### config.mk
export PLATFORM = sky130hd
export DESIGN_NAME = asm_mem_seq
export DESIGN_NICKNAME = d
export VERILOG_FILES = /design/src/rtl/asm_pkg.sv /design/src/rtl/asm_timing_sel.sv /design/src/rtl/asm_phase_ctrl.sv /design/src/rtl/asm_pin_drv.sv /design/src/rtl/asm_mem_seq.sv
export SDC_FILE = /design/constraint.sdc
export NUM_CORES = 1
export LEC_CHECK = 0
export BUFFER_PORTS_ARGS = -buffer_cell sky130_fd_sc_hd__clkbuf_2
export CORE_MARGIN = 2
export CORE_UTILIZATION = 35
export CTS_CLUSTER_SIZE = 8
export DETAILED_ROUTE_END_ITERATION = 16
export PLACE_DENSITY = 0.62
export SKIP_LAST_GASP = 1
export SLEW_MARGIN = 20
export SYNTH_ARGS = -nofsm -noshare
export SYNTH_HDL_FRONTEND = slang
export SYNTH_SLANG_ARGS = --single-unit
### constraint.sdc
create_clock -name clk -period 3.6 [get_ports clk]
set_input_delay 0.36 -clock clk [delete_from_list [all_inputs] [get_ports clk]]
set_output_delay 0.36 -clock clk [all_outputs]
set_load 0.05 [all_outputs]
### src/rtl/asm_pkg.sv
package asm_pkg;
  typedef enum logic [2:0] {
    PH_IDLE  = 3'd0,
    PH_BLEAD = 3'd1,
    PH_ASET  = 3'd2,
    PH_AHLD  = 3'd3,
    PH_DSET  = 3'd4,
    PH_DHLD  = 3'd5,
    PH_TURN  = 3'd6
  } phase_e;

  localparam logic [1:0] DEV_SRAM  = 2'd0;
  localparam logic [1:0] DEV_PSRAM = 2'd1;
  localparam logic [1:0] DEV_NOR   = 2'd2;
endpackage

### src/rtl/asm_timing_sel.sv
module asm_timing_sel #(
  parameter int TW = 4
) (
  input  logic [1:0]    dev,
  input  logic          mux_req,
  input  logic          wr_sep,
  input  logic          is_write,
  input  logic [TW-1:0] rd_aset,
  input  logic [TW-1:0] rd_ahld,
  input  logic [TW-1:0] rd_dset,
  input  logic [TW-1:0] rd_dhld,
  input  logic [TW-1:0] rd_turn,
  input  logic [TW-1:0] wr_aset,
  input  logic [TW-1:0] wr_ahld,
  input  logic [TW-1:0] wr_dset,
  input  logic [TW-1:0] wr_dhld,
  input  logic [TW-1:0] wr_turn,
  output logic          mux_eff,
  output logic [TW-1:0] eff_aset,
  output logic [TW-1:0] eff_ahld,
  output logic [TW-1:0] eff_dset,
  output logic [TW-1:0] eff_dhld,
  output logic [TW-1:0] eff_turn
);
  import asm_pkg::*;

  logic          use_wr;
  logic [TW-1:0] raw_ahld, raw_dset;

  // multiplexing only legal for devices that latch an address from the data lines
  assign mux_eff = mux_req && (dev == DEV_PSRAM || dev == DEV_NOR);
  assign use_wr  = wr_sep && is_write;

  always_comb begin
    if (use_wr) begin
      eff_aset = wr_aset;
      raw_ahld = wr_ahld;
      raw_dset = wr_dset;
      eff_dhld = wr_dhld;
      eff_turn = wr_turn;
    end else begin
      eff_aset = rd_aset;
      raw_ahld = rd_ahld;
      raw_dset = rd_dset;
      eff_dhld = rd_dhld;
      eff_turn = rd_turn;
    end
  end

  assign eff_ahld = mux_eff ? raw_ahld : '0;
  assign eff_dset = (raw_dset == '0) ? TW'(1) : raw_dset;
endmodule

### src/rtl/asm_phase_ctrl.sv
module asm_phase_ctrl
  import asm_pkg::*;
#(
  parameter int TW = 4
) (
  input  logic          clk,
  input  logic          rst_n,
  input  logic          start,
  input  logic          wait_hold,
  input  logic [TW-1:0] t_blead,
  input  logic [TW-1:0] t_aset,
  input  logic [TW-1:0] t_ahld,
  input  logic [TW-1:0] t_dset,
  input  logic [TW-1:0] t_dhld,
  input  logic [TW-1:0] t_turn,
  output phase_e        phase,
  output logic          dset_end,
  output logic          done
);
  logic [TW-1:0] cnt;
  logic [TW-1:0] nlen;
  logic [TW-1:0] nload;
  logic [2:0]    from;
  phase_e        nxt;
  logic          stalled;
  logic          phase_end;

  // first phase at or after 'f' whose length is non-zero; data setup is never empty
  function automatic phase_e pick(input logic [2:0] f);
    phase_e r;
    r = PH_IDLE;
    if (f <= 3'(PH_TURN) && t_turn != '0)  r = PH_TURN;
    if (f <= 3'(PH_DHLD) && t_dhld != '0)  r = PH_DHLD;
    if (f <= 3'(PH_DSET))                  r = PH_DSET;
    if (f <= 3'(PH_AHLD) && t_ahld != '0)  r = PH_AHLD;
    if (f <= 3'(PH_ASET) && t_aset != '0)  r = PH_ASET;
    if (f <= 3'(PH_BLEAD) && t_blead != '0) r = PH_BLEAD;
    return r;
  endfunction

  function automatic logic [TW-1:0] plen(input phase_e p);
    case (p)
      PH_BLEAD: return t_blead;
      PH_ASET:  return t_aset;
      PH_AHLD:  return t_ahld;
      PH_DSET:  return t_dset;
      PH_DHLD:  return t_dhld;
      PH_TURN:  return t_turn;
      default:  return '0;
    endcase
  endfunction

  assign stalled   = (phase == PH_DSET) && wait_hold;
  assign phase_end = (phase != PH_IDLE) && (cnt == '0) && !stalled;
  assign from      = start ? 3'(PH_BLEAD) : 3'(3'(phase) + 3'd1);

  always_comb begin
    nxt   = pick(from);
    nlen  = plen(nxt);
    nload = (nlen == '0) ? '0 : nlen - TW'(1);
  end

  always_ff @(posedge clk or negedge rst_n) begin
    if (!rst_n) begin
      phase <= PH_IDLE;
      cnt   <= '0;
    end else if (start || phase_end) begin
      phase <= nxt;
      cnt   <= nload;
    end else if (phase != PH_IDLE && !stalled) begin
      cnt <= cnt - TW'(1);
    end
  end

  assign dset_end = phase_end && (phase == PH_DSET);
  assign done     = phase_end &&
                    ((phase == PH_DHLD) || (phase == PH_DSET && t_dhld == '0));
endmodule

### src/rtl/asm_pin_drv.sv
module asm_pin_drv
  import asm_pkg::*;
#(
  parameter int NBANK = 4,
  parameter int AW    = 24,
  parameter int DW    = 16,
  localparam int BW   = $clog2(NBANK),
  localparam int NL   = DW / 8
) (
  input  phase_e          phase,
  input  logic            write_q,
  input  logic [BW-1:0]   bank_q,
  input  logic [AW-1:0]   addr_q,
  input  logic [DW-1:0]   wdata_q,
  input  logic [NL-1:0]   be_q,
  input  logic            mux_eff,
  input  logic [DW-1:0]   lane_mask,
  input  logic            bus8,
  output logic [NBANK-1:0] cs_n,
  output logic            adv_n,
  output logic            oe_n,
  output logic            we_n,
  output logic [NL-1:0]   bl_n,
  output logic [AW-1:0]   addr,
  output logic [DW-1:0]   dq_out,
  output logic            dq_oe
);
  logic in_cs, in_lane, in_addr, in_data;

  assign in_cs   = (phase == PH_ASET) || (phase == PH_AHLD) ||
                   (phase == PH_DSET) || (phase == PH_DHLD);
  assign in_lane = in_cs || (phase == PH_BLEAD);
  assign in_addr = mux_eff && ((phase == PH_ASET) || (phase == PH_AHLD));
  assign in_data = write_q && ((phase == PH_DSET) || (phase == PH_DHLD));

  for (genvar b = 0; b < NBANK; b++) begin : g_cs
    assign cs_n[b] = !(in_cs && bank_q == BW'(b));
  end

  for (genvar l = 0; l < NL; l++) begin : g_lane
    if (l == 0) begin : g_low
      assign bl_n[l] = !(in_lane && be_q[l]);
    end else begin : g_high
      assign bl_n[l] = !(in_lane && be_q[l] && !bus8);
    end
  end

  assign adv_n  = !in_addr;
  assign oe_n   = !((phase == PH_DSET) && !write_q);
  assign we_n   = !((phase == PH_DSET) && write_q);
  assign addr   = addr_q;
  assign dq_oe  = in_addr || in_data;
  assign dq_out = (in_addr ? addr_q[DW-1:0] : wdata_q) & lane_mask;
endmodule

### src/rtl/asm_mem_seq.sv
module asm_mem_seq
  import asm_pkg::*;
#(
  parameter int NBANK = 4,
  parameter int AW    = 24,
  parameter int DW    = 16,
  parameter int TW    = 4,
  localparam int BW   = $clog2(NBANK),
  localparam int NL   = DW / 8
) (
  input  logic             clk,
  input  logic             rst_n,
  input  logic [1:0]       cfg_dev,
  input  logic             cfg_mux,
  input  logic             cfg_bus8,
  input  logic             cfg_wait_en,
  input  logic             cfg_wait_pol,
  input  logic [TW-1:0]    cfg_blead,
  input  logic [TW-1:0]    cfg_rd_aset,
  input  logic [TW-1:0]    cfg_rd_ahld,
  input  logic [TW-1:0]    cfg_rd_dset,
  input  logic [TW-1:0]    cfg_rd_dhld,
  input  logic [TW-1:0]    cfg_rd_turn,
  input  logic             cfg_wr_sep,
  input  logic [TW-1:0]    cfg_wr_aset,
  input  logic [TW-1:0]    cfg_wr_ahld,
  input  logic [TW-1:0]    cfg_wr_dset,
  input  logic [TW-1:0]    cfg_wr_dhld,
  input  logic [TW-1:0]    cfg_wr_turn,
  input  logic             req_valid,
  output logic             req_ready,
  input  logic             req_write,
  input  logic [BW-1:0]    req_bank,
  input  logic [AW-1:0]    req_addr,
  input  logic [DW-1:0]    req_wdata,
  input  logic [NL-1:0]    req_be,
  output logic             rsp_valid,
  output logic [DW-1:0]    rsp_rdata,
  output logic [NBANK-1:0] mem_cs_n,
  output logic             mem_adv_n,
  output logic             mem_oe_n,
  output logic             mem_we_n,
  output logic [NL-1:0]    mem_bl_n,
  output logic [AW-1:0]    mem_addr,
  output logic [DW-1:0]    mem_dq_out,
  output logic             mem_dq_oe,
  input  logic [DW-1:0]    mem_dq_in,
  input  logic             mem_wait
);
  phase_e        phase;
  logic          start, wait_hold, dset_end, done;
  logic          write_q, sel_write, mux_eff;
  logic [BW-1:0] bank_q;
  logic [AW-1:0] addr_q;
  logic [DW-1:0] wdata_q, rdata_q, lane_mask;
  logic [NL-1:0] be_q;
  logic [TW-1:0] t_aset, t_ahld, t_dset, t_dhld, t_turn;

  assign req_ready = (phase == PH_IDLE);
  assign start     = req_valid && req_ready;
  // timing set follows the incoming request while idle, the held one afterwards
  assign sel_write = req_ready ? req_write : write_q;
  assign wait_hold = cfg_wait_en && (mem_wait == cfg_wait_pol);
  assign lane_mask = cfg_bus8 ? DW'(8'hFF) : '1;

  always_ff @(posedge clk or negedge rst_n) begin
    if (!rst_n) begin
      write_q <= 1'b0;
      bank_q  <= '0;
      addr_q  <= '0;
      wdata_q <= '0;
      be_q    <= '0;
    end else if (start) begin
      write_q <= req_write;
      bank_q  <= req_bank;
      addr_q  <= req_addr;
      wdata_q <= req_wdata;
      be_q    <= req_be;
    end
  end

  always_ff @(posedge clk or negedge rst_n) begin
    if (!rst_n)        rdata_q <= '0;
    else if (dset_end) rdata_q <= mem_dq_in & lane_mask;
  end

  asm_timing_sel #(.TW(TW)) u_tsel (
    .dev      (cfg_dev),
    .mux_req  (cfg_mux),
    .wr_sep   (cfg_wr_sep),
    .is_write (sel_write),
    .rd_aset  (cfg_rd_aset),
    .rd_ahld  (cfg_rd_ahld),
    .rd_dset  (cfg_rd_dset),
    .rd_dhld  (cfg_rd_dhld),
    .rd_turn  (cfg_rd_turn),
    .wr_aset  (cfg_wr_aset),
    .wr_ahld  (cfg_wr_ahld),
    .wr_dset  (cfg_wr_dset),
    .wr_dhld  (cfg_wr_dhld),
    .wr_turn  (cfg_wr_turn),
    .mux_eff  (mux_eff),
    .eff_aset (t_aset),
    .eff_ahld (t_ahld),
    .eff_dset (t_dset),
    .eff_dhld (t_dhld),
    .eff_turn (t_turn)
  );

  asm_phase_ctrl #(.TW(TW)) u_ctrl (
    .clk       (clk),
    .rst_n     (rst_n),
    .start     (start),
    .wait_hold (wait_hold),
    .t_blead   (cfg_blead),
    .t_aset    (t_aset),
    .t_ahld    (t_ahld),
    .t_dset    (t_dset),
    .t_dhld    (t_dhld),
    .t_turn    (t_turn),
    .phase     (phase),
    .dset_end  (dset_end),
    .done      (done)
  );

  asm_pin_drv #(.NBANK(NBANK), .AW(AW), .DW(DW)) u_pins (
    .phase     (phase),
    .write_q   (write_q),
    .bank_q    (bank_q),
    .addr_q    (addr_q),
    .wdata_q   (wdata_q),
    .be_q      (be_q),
    .mux_eff   (mux_eff),
    .lane_mask (lane_mask),
    .bus8      (cfg_bus8),
    .cs_n      (mem_cs_n),
    .adv_n     (mem_adv_n),
    .oe_n      (mem_oe_n),
    .we_n      (mem_we_n),
    .bl_n      (mem_bl_n),
    .addr      (mem_addr),
    .dq_out    (mem_dq_out),
    .dq_oe     (mem_dq_oe)
  );

  assign rsp_valid = done;
  assign rsp_rdata = (phase == PH_DSET) ? (mem_dq_in & lane_mask) : rdata_q;
endmodule

==> results by group, run 1 <==
Timing
  – Worst-margin pin slew: 0.7955 ns
  – Final setup vio count: 0
  – Fmax: ~0.30 GHz
  – Setup Skew: 0.009324 ns
  – Final hold vios: 0
  – Final min period: between 3 and 4 ns
  – RSZ-0062 raised after global routing: false
  – Sum of negative setup slack: 0 ns
  – Slew Limit Fails: 0
  – Max-Slew Margin vs Limit: 0.4682
  – Worst hold slack: 0.1156 ns
  – Final Cycle Share: 0.9118

Worst setup path
  – CP Data Arrival Time: 3.53 ns
  – R2R Path Start: u_ctrl.phase[0]
  – Startpoint Class: flip-flop
  – Required time of the critical path: roughly 3.8 ns
  – R2R setup slack: roughly 0.32 ns
  – Reg2reg end: u_ctrl.cnt[2]
  – FF-to-FF path depth: 10
  – Worst-path maximum fanout: 12
  – CP endpoint kind: flip-flop
  – Critical path class: reg -> reg

Die
  – Chip Width: 111.2 um
  – # rows: 39
  – I/O pin count: 184
  – Die Y-Extent: 111.2 um
  – Core Box Area: 0.01132 mm^2
  – Initial cell density of the core: 0.3555
  – Die Area: roughly 0.012 mm^2

Routing
  – Highest metal used: met4
  – ANT nets after route: 0
  – Met3 Wirelength: 1.072 mm
  – Via count: 3652
  – Met2 WL: 5.429 mm
  – Drt total wl: around 11 mm
  – Vias per cell: 5.188
  – Initial DRC count: approximately 190
  – DRT Pass-1 Iters: 4
  – Drt drc: 0
  – Post-DR wirelength/cell: 16.09 um
  – Met1 WL: 4.692 mm

CTS
  – Clock buffer depth: 2
  – Clk sinks: 68
  – CTS Buf Count: 9
  – Post-CTS setup buffer count: 0
  – Number of gates resized after CTS: 0
  – Reg clk slew, reported paths: 0.05 ns
  – H-tree Lvls: 3
  – Root Buffer: clkbuf_16
  – Worst-Skew Late Latency: 0.33 ns
  – Hold_buf cts: 0
  – TritonCTS clock tree: done

Cells and area
  – Area Growth Syn to Fin: 32.79%
  – Nets: 680
  – Cell area after layout: 0.005345 mm^2
  – Commonest non-fill, non-tap cell in the layout: clkbuf_2
  – Ratio of cells with drive above 1 in the final layout: 0.5062
  – Antenna Cells: 0
  – Commonest cells after routing, fill and taps aside: clkbuf_2, mux2_2, dfrtp_1, nand2_1, mux2i_1

Global routing
  – Global Route Usage Sum: 0.1807
  – First-pass GRT wire length: 18.08 mm
  – Initial antenna violation count: 0
  – Vias in the first global route: about 3800
  – Remaining global-route overflow: 0
  – Largest net degree at the start of global routing: 47

Placement
  – Port bufs: 183
  – Detailed placement HPWL: 8.678 mm
  – Gpl congestion: around 0.91
  – Area post-placement: 0.005051 mm^2

Synth
  – Seq/Total Area, Yosys: 0.4228
  – Share of flip-flops with an asynchronous set or reset: 1.000
  – Mapped Cells: 375
  – Synthesis warning total: 0
  – Commonest register cell after synthesis: dfrtp_1
  – Syn nets: 498
  – Number of synthesized flops with an enable pin: 0
  – Cell variety after synth: 49
  – Syn Area/Cell: 10.73 um^2
  – Synth Register Bits: between 60 and 70
  – Synth Cell Area: 0.004025 mm^2

Run
  – MaxCap Viol Count: 0

Hold path
  – Type of the worst min-delay path: in -> async

Power and ir drop
  – Maximum vdd drop: 592.4 uV
  – P_leak: 2.722 nW
  – PwrDens: 1051 mW/mm^2

Outcome
  – Status: complete, no violations
## synth_stat cells (all sizes together) (2+ instances only)
cell	instances	area, um^2
buf	9	72.56
o21ai	21	108.9
and2	2	12.51
a211oi	2	15.01
nor3	11	55.05
nor2b	4	32.53
clkbuf	9	33.78
a2111oi	2	36.29
a31oi	2	12.51
nand2	35	131.4
ha	7	87.58
nand2b	14	87.58
mux2i	25	250.2
o211ai	8	75.08
o32a	3	30.03
nand3b	5	37.54
inv	7	26.28
or2	2	12.51
nand3	5	25.02
o31ai	3	22.52
or4	4	30.03
a21oi	15	78.83
mux2	70	788.3
dfrtp	68	1702
or3	2	12.51
nor2	19	71.32
nor4	6	37.54
## cell families (layout without fill, tap and decap cells)
kind of cell | count (synthesis) | after routing | share of synthesized area
muxes | 95 | 95 | 0.2580
DFF | 68 | 68 | 0.4228
and+or+nand+nor | 113 | 113 | 0.1455
xor gates and xnor gates | 2 | 2 | 0.004353
adders and majority gates | 7 | 7 | 0.02176
buffers and inverters | 25 | 210 | 0.03295
AOI/OAI and AO/OA | 65 | 66 | 0.1147
## through the flow
step	utilization	power (mW)	setup slack [ns]	std cells
finish	0.4721	5.615	0.3174	704
CTS	0.4713	5.640	0.1948	703
floorplan	-	4.032	0.6050	375
detailed placement	0.4462	4.763	0.2010	688
global placement	0.4462	4.698	0.2636	688
global route	0.4721	5.970	0.01128	704
## where the power goes
group / switching [mW] / total, mW / internal, mW
registers: 0.250 / 1.38 / 1.13
clock network: 0.317 / 0.850 / 0.532
logic: 2.28 / 3.38 / 1.11
total: 2.84 / 5.62 / 2.77
## area by class of cell
type / instances / area (um^2)
Inverter: 7 / 26.28
Fill cell: 1065 / 5976
Multi-Input combinational cell: 283 / 2201
Sequential cell: 68 / 1702
Clock buffer: 11 / 232.7
Clock inverter: 4 / 51.30
Tap cell: 143 / 178.9
Timing Repair Buffer: 188 / 953.4
## sequential cells by signal (all words and copies together) (netlist names)
signal,count
addr_q,24
write_q,1
rdata_q,16
wdata_q,16
be_q,2
u_ctrl.phase,3
u_ctrl.cnt,4
bank_q,2
## metal layers
layer	track usage	vias to the layer above
met1	0.2170	1731
met5	0	-
met4	0.05267	0
met2	0.3057	167
li1	-	1742
met3	0.06397	12
## worst max-delay path: stages, from the launching register on
cell and delay, ns:
dfrtp_1 0.46, inv_1 0.13, ha_1 0.35, nand4b_2 0.27
o21a_4 0.26, o211ai_2 0.32, nand3b_1 0.26, o32a_1 0.40
nand3_1 0.13, or4b_1 0.47, o211ai_2 0.15
## how the worst max path moves through the flow
stage | from | end | slack [ns] | depth (start not counted)
after floorplan | u_ctrl.phase[2] | mem_dq_out[10] | 0.60 | 7
after global placement | u_ctrl.phase[0] | u_ctrl.cnt[2] | 0.26 | 10
after detailed placement | u_ctrl.phase[0] | u_ctrl.cnt[2] | 0.20 | 10
after CTS | u_ctrl.phase[0] | u_ctrl.cnt[2] | 0.19 | 10
after global routing | u_ctrl.phase[0] | u_ctrl.cnt[2] | 0.01 | 10
final | u_ctrl.phase[0] | u_ctrl.cnt[2] | 0.32 | 10
(Power assumes the default switching activity.)
==> run 2, diff against run 1 <==
--- a/config.mk
+++ b/config.mk
@@ -5,12 +5,16 @@
 export SDC_FILE = /design/constraint.sdc
 export NUM_CORES = 1
 export LEC_CHECK = 0
+export ABC_AREA = 1
 export BUFFER_PORTS_ARGS = -buffer_cell sky130_fd_sc_hd__clkbuf_2
+export CELL_PAD_IN_SITES_DETAIL_PLACEMENT = 1
+export CELL_PAD_IN_SITES_GLOBAL_PLACEMENT = 2
 export CORE_MARGIN = 2
-export CORE_UTILIZATION = 35
+export CORE_UTILIZATION = 25
 export CTS_CLUSTER_SIZE = 8
 export DETAILED_ROUTE_END_ITERATION = 16
-export PLACE_DENSITY = 0.62
+export GPL_ROUTABILITY_DRIVEN = 0
+export PLACE_DENSITY = 0.81
 export SKIP_LAST_GASP = 1
 export SLEW_MARGIN = 20
 export SYNTH_ARGS = -nofsm -noshare
==> results by group, run 2 <==
Timing
  – Final worst slack: 0.5276 ns
  – Slew Limit Fails: 0
  – Fmax: about 0.33 GHz
  – Final min period: 3.072 ns
  – Sum of negative setup slack: 0 ns
  – Setup Skew: 0.004649 ns
  – Worst-margin pin slew: approximately 0.84 ns
  – Final setup vio count: 0
  – Worst hold slack: 0.2091 ns
  – Max-Slew Margin vs Limit: 0.4412
  – Final Cycle Share: 0.8534
  – RSZ-0062 raised after global routing: false
  – Final hold vios: 0

Die
  – Initial cell density of the core: 0.2573
  – Die Area: 0.01819 mm^2
  – Die Y-Extent: between 100 and 150 um
  – Chip Width: 134.9 um
  – I/O pin count: 184
  – Core Box Area: 0.01664 mm^2
  – # rows: 47

Cells and area
  – Cell area after layout: 0.005729 mm^2
  – Antenna Cells: 0
  – Largest Register: addr_q
  – Largest register FFs: 24
  – Fin cells: ~1000
  – Ratio of cells with drive above 1 in the final layout: 0.3055
  – Nets: 933
  – Commonest cells after routing, fill and taps aside: nand2_1, clkbuf_2, inv_1, dfrtp_1, o21ai_0
  – Final core utilization: 0.3443
  – Area Growth Syn to Fin: 33.77%
  – Top flop regs: addr_q (24), rdata_q (16), wdata_q (16)
  – Commonest non-fill, non-tap cell in the layout: nand2_1

Synth
  – Top cells by count, synth: nand2_1, inv_1, dfrtp_1
  – Synthesis warning total: 0
  – Syn nets: 753
  – Complex-gate fraction of the synthesized area: 0.1058
  – Xor/xnor share of the synthesized area: 0.006135
  – Mapped Cells: 630
  – Synth Cell Area: 0.004283 mm^2
  – Number of synthesized flops with an enable pin: 0
  – Post-synthesis mux area share: 0.01315
  – Combinational family with the most area after synthesis: simple AND/OR/NAND/NOR gates
  – Seq/Total Area, Yosys: 0.3973
  – Top cell type's share of synthesized area: 0.3973
  – Share of flip-flops with an asynchronous set or reset: 1.000
  – Synth Register Bits: 68
  – Synth area leader: dfrtp_1
  – Syn Area/Cell: 6.798 um^2
  – Most numerous cell in the Yosys netlist: nand2_1
  – Synth Area in Simple Gates: 0.3628
  – Synth top area cells: dfrtp_1, nand2_1, o21ai_0
  – Commonest register cell after synthesis: dfrtp_1
  – Cell variety after synth: 35
  – Adder-Cell Fraction of Synth Area: 0.02045

Global routing
  – Global Route Usage Sum: 0.1660
  – Vias in the first global route: between 4000 and 5000
  – Met1 Usage GRT: 0.1981
  – Largest net degree at the start of global routing: 63
  – Most used routing layer: met2
  – Initial antenna violation count: 0
  – Met2 Track Usage GR: 0.2744
  – First-pass GRT wire length: 23.56 mm
  – GR Util met3: 0.06419
  – Remaining global-route overflow: 0

Worst setup path
  – Required time of the critical path: 3.83 ns
  – Critical path class: reg -> reg
  – CP endpoint kind: flip-flop
  – Worst-path maximum fanout: 15
  – Startpoint Class: flip-flop
  – CP Data Arrival Time: 3.30 ns

Power and ir drop
  – Combinational power share: 0.642
  – Final Power: 6.100 mW
  – P_leak: roughly 3.3 nW
  – Maximum vdd drop: 602.0 uV
  – Clock network power share: 0.138
  – Sequential share of power: 0.219
  – Sw Share: 0.5733
  – P_sw: about 3.5 mW
  – Int Pwr: ~2.6 mW
  – PwrDens: 1065 mW/mm^2

CTS
  – Clock buffer depth: 2
  – Root Buffer: clkbuf_16
  – Reg clk slew, reported paths: 0.06 ns
  – Worst-Skew Late Latency: 0.34 ns
  – H-tree Lvls: 3
  – CTS Buf Count: 9
  – Clk sinks: 68
  – TritonCTS clock tree: done

Placement
  – Detailed placement HPWL: 11.39 mm
  – Area post-placement: 0.005426 mm^2
  – Port bufs: around 180
  – Placed cells: 1017
  – Pre-CTS setup slack: a little over 0.4 ns

Routing
  – DRT Pass-1 Iters: 4
  – Vias per cell: about 4.4
  – Drt total wl: around 15 mm
  – Drt drc: 0
  – Via count: 4547
  – Post-DR wirelength/cell: 14.24 um
  – ANT nets after route: 0
  – Initial DRC count: 155

Run
  – MaxCap Viol Count: 0

Outcome
  – Status: complete, no violations

Hold path
  – Type of the worst min-delay path: in -> reg
## run 2: layout make-up
type | instances | area [um^2]
inverter | 79 | 296.5
fill | 2143 | 10910
clock buffer | 11 | 242.7
clock inverter | 5 | 36.28
sequential | 68 | 1702
timing repair buffer | 192 | 985.9
tap | 220 | 275.3
multi-input combinational | 460 | 2191
## run 2: kinds of logic after synthesis
kind of cell | after synthesis
adders and majority gates | 7
and+or+nand+nor | 360
DFF | 68
xor gates and xnor gates | 3
muxes | 5
buffers and inverters | 103
AOI/OAI and AO/OA | 84
## run 2: worst max-delay path, stage by stage, from the launching register on
cell and delay, ns:
dfrtp_1 0.45, inv_1 0.10, ha_1 0.29, nand3_2 0.17, nand3_2 0.29, nand2_1 0.11
o21ai_2 0.11, nand2_2 0.09, o21bai_2 0.22, nand2_2 0.13, nor2_4 0.21, nor2_4 0.07
nand3b_1 0.14, nand3b_1 0.09, nor2_1 0.19, nand2_1 0.08, nand2_1 0.06, nand2_1 0.04
nand3_1 0.06, nand2_1 0.05
## run 2: path summary, 6_finish.rpt
check                                startpoint            end  slack (ns)  depth (start not counted)
worst min register to register       wdata_q[3]     wdata_q[3]        0.48                          2
min in group asynchronous                 rst_n      addr_q[9]        0.37                          2
worst min-delay path               req_addr[19]     addr_q[19]        0.21                          3
worst max register to register  u_ctrl.phase[0]  u_ctrl.cnt[1]        0.53                         19
max in group asynchronous                 rst_n  u_ctrl.cnt[2]        2.17                          3
worst max-delay path            u_ctrl.phase[0]  u_ctrl.cnt[1]        0.53                         19
## run 2: what timing repair did
action                                  4_1_cts  5_1_grt
hold endpoints to repair                      6        0
setup buffers                                 0        0
hold buffers                                  1        0
endpoints found under the setup margin        0        2
resized for setup                             0        1
## run 2: layer usage
metal / part of all wire / vias up
li1: - / 2314
met1: 0.42 / 2100
met2: 0.47 / 116
met3: 0.085 / 17
met4: 0.018 / 0
met5: 0 / -
## run 2: power groups by stage
| stage | sequential [mW] | clock (mW) | combinational [mW] |
|---|---|---|---|
| 2_1_floorplan | 1.74 | 0 | 2.56 |
| 3_3_place_gp | 1.34 | 0 | 3.91 |
| 3_5_place_dp | 1.35 | 0 | 3.93 |
| 4_1_cts | 1.34 | 0.876 | 3.94 |
| 5_1_grt | 1.39 | 0.911 | 4.34 |
| 6_report | 1.34 | 0.843 | 3.92 |
==> run 3, diff against run 2 <==
==> constraint.sdc (replaced) <==
create_clock -name clk -period 3.3 [get_ports clk]
set_input_delay 0.33 -clock clk [delete_from_list [all_inputs] [get_ports clk]]
set_output_delay 0.33 -clock clk [all_outputs]
set_load 0.05 [all_outputs]
==> results by group, run 3 (same netlist as run 2, synthesis figures left out) <==
Cells and area
  – Number of fill cells: ~2200
  – Nets: 934
  – Largest register FFs: 24
  – Antenna Cells: 0
  – Area Growth Syn to Fin: 35.87%
  – Largest Register: addr_q
  – Commonest non-fill, non-tap cell in the layout: nand2_1
  – Top flop regs: addr_q (24), rdata_q (16), wdata_q (16)
  – Ratio of cells with drive above 1 in the final layout: 0.3100
  – Commonest cells after routing, fill and taps aside: nand2_1, clkbuf_2, inv_1, dfrtp_1, o21ai_0

Timing
  – Sum of negative setup slack: 0 ns
  – Final Cycle Share: 0.9022
  – Final min period: 2.977 ns
  – Max-Slew Margin vs Limit: 0.4655
  – Final hold vios: 5
  – Worst-margin pin slew: 0.7989 ns
  – Fmax: approximately 0.34 GHz
  – Slew Limit Fails: 0
  – RSZ-0062 raised after global routing: false
  – Setup Skew: approximately 0.0094 ns
  – Final setup vio count: 0
  – Worst hold slack: -0.02921 ns

Routing
  – Post-DR wirelength/cell: 14.61 um
  – Via count: 4638
  – Drt drc: 0
  – DRT Pass-1 Iters: 4
  – Vias per cell: 4.477
  – ANT nets after route: 0
  – Initial DRC count: 190
  – Drt total wl: 15.14 mm

Power and ir drop
  – Int Pwr: just under 3 mW
  – Maximum vdd drop: 595.3 uV
  – Clock network power share: 0.150
  – PwrDens: 1172 mW/mm^2
  – P_leak: 3.287 nW
  – Sw Share: 0.5659
  – P_sw: 3.861 mW
  – Sequential share of power: 0.213
  – Combinational power share: 0.637

Worst setup path
  – R2R setup slack: 0.32 ns
  – R2R Path Start: u_ctrl.phase[1]
  – Required time of the critical path: 3.54 ns
  – CP Data Arrival Time: 3.21 ns
  – Reg2reg end: u_ctrl.cnt[1]
  – Startpoint Class: flip-flop
  – Worst-path maximum fanout: 15
  – FF-to-FF path depth: 19
  – CP endpoint kind: flip-flop
  – Critical path class: reg -> reg

Hold path
  – Type of the worst min-delay path: in -> async

Die
  – Die Y-Extent: roughly 130 um
  – # rows: 47
  – Die Area: 0.01819 mm^2
  – Initial cell density of the core: 0.2573
  – Core Box Area: 0.01664 mm^2
  – I/O pin count: roughly 180
  – Chip Width: 134.9 um

CTS
  – CTS Buf Count: 9
  – Post-CTS setup buffer count: 0
  – Root Buffer: clkbuf_16
  – Clk sinks: 68
  – Hold_buf cts: 0
  – Reg clk slew, reported paths: 0.06 ns
  – Number of gates resized after CTS: 0
  – Worst-Skew Late Latency: 0.35 ns
  – TritonCTS clock tree: done
  – H-tree Lvls: 3
  – Clock buffer depth: 2

Outcome
  – Status: finished with violations
  – Failing checks: hold timing

Global routing
  – Initial antenna violation count: 0
  – Vias in the first global route: 4747
  – Remaining global-route overflow: 0
  – Global Route Usage Sum: 0.1684
  – First-pass GRT wire length: 23.94 mm
  – Largest net degree at the start of global routing: 69

Placement
  – Detailed placement HPWL: roughly 12 mm
  – Port bufs: 183

Run
  – MaxCap Viol Count: 0
## run 3: per-layer routing
metal / up-vias / global-route usage / share of wire
met5: - / 0 / 0
met4: 0 / 0.05848 / 0.019
met3: 22 / 0.05968 / 0.075
met2: 119 / 0.2814 / 0.48
met1: 2178 / 0.2004 / 0.43
li1: 2319 / - / -
## run 3: power groups by stage
stage | Combinational [mW] | Clock, mW | Sequential [mW]
2_1_floorplan | 2.79 | 0 | 1.90
3_3_place_gp | 4.27 | 0 | 1.46
3_5_place_dp | 4.31 | 0 | 1.46
4_1_cts | 4.32 | 1.06 | 1.46
5_1_grt | 4.80 | 1.09 | 1.51
6_report | 4.34 | 1.02 | 1.45
## run 3: critical path: stages (launching register included)
cell	delay (ns)
dfrtp_1	0.41
inv_1	0.12
ha_2	0.25
nand3_2	0.21
nand3_4	0.25
nand2_1	0.10
o21ai_2	0.08
nand2_2	0.07
o21bai_2	0.22
nand2_2	0.13
nor2_4	0.18
nand2_2	0.11
nand3b_1	0.11
o21ai_1	0.08
nor2_1	0.22
nand2_1	0.08
nand2_1	0.07
nand2_1	0.05
nand3_1	0.06
nand2_1	0.06
## run 3: layout make-up
type                       instances  area [um^2]  area share
clock inverter                     5        58.81     0.01011
tap                              220        275.3     0.04730
multi-input combinational        461         2223      0.3821
clock buffer                      11        252.7     0.04343
inverter                          79        296.5     0.05096
sequential                        68         1702      0.2924
timing repair buffer             192         1011      0.1737
## run 3: through the flow
step	power, mW	utilization	area (um^2)	std cells	setup WS (ns)
after floorplan	4.689	-	4283	630	0.3020
after global placement	5.729	0.3282	5461	1018	0.2591
after detailed placement	5.775	0.3282	5461	1018	0.1586
after CTS	6.839	0.3469	5773	1034	0.1620
after global routing	7.390	0.3497	5819	1036	0.007782
final	6.823	0.3497	5819	1036	0.3228
## run 3: worst max-delay path by stage
stage                         start             to  slack, ns  cells past startpoint
finish              u_ctrl.phase[1]  u_ctrl.cnt[1]       0.32                     19
global route        u_ctrl.phase[1]  u_ctrl.cnt[1]      0.008                     19
CTS                 u_ctrl.phase[1]  u_ctrl.cnt[2]       0.16                     20
detailed placement  u_ctrl.phase[1]  u_ctrl.cnt[2]       0.16                     20
global placement    u_ctrl.phase[1]  u_ctrl.cnt[2]       0.26                     20
floorplan           u_ctrl.phase[2]  mem_dq_out[5]       0.30                      6
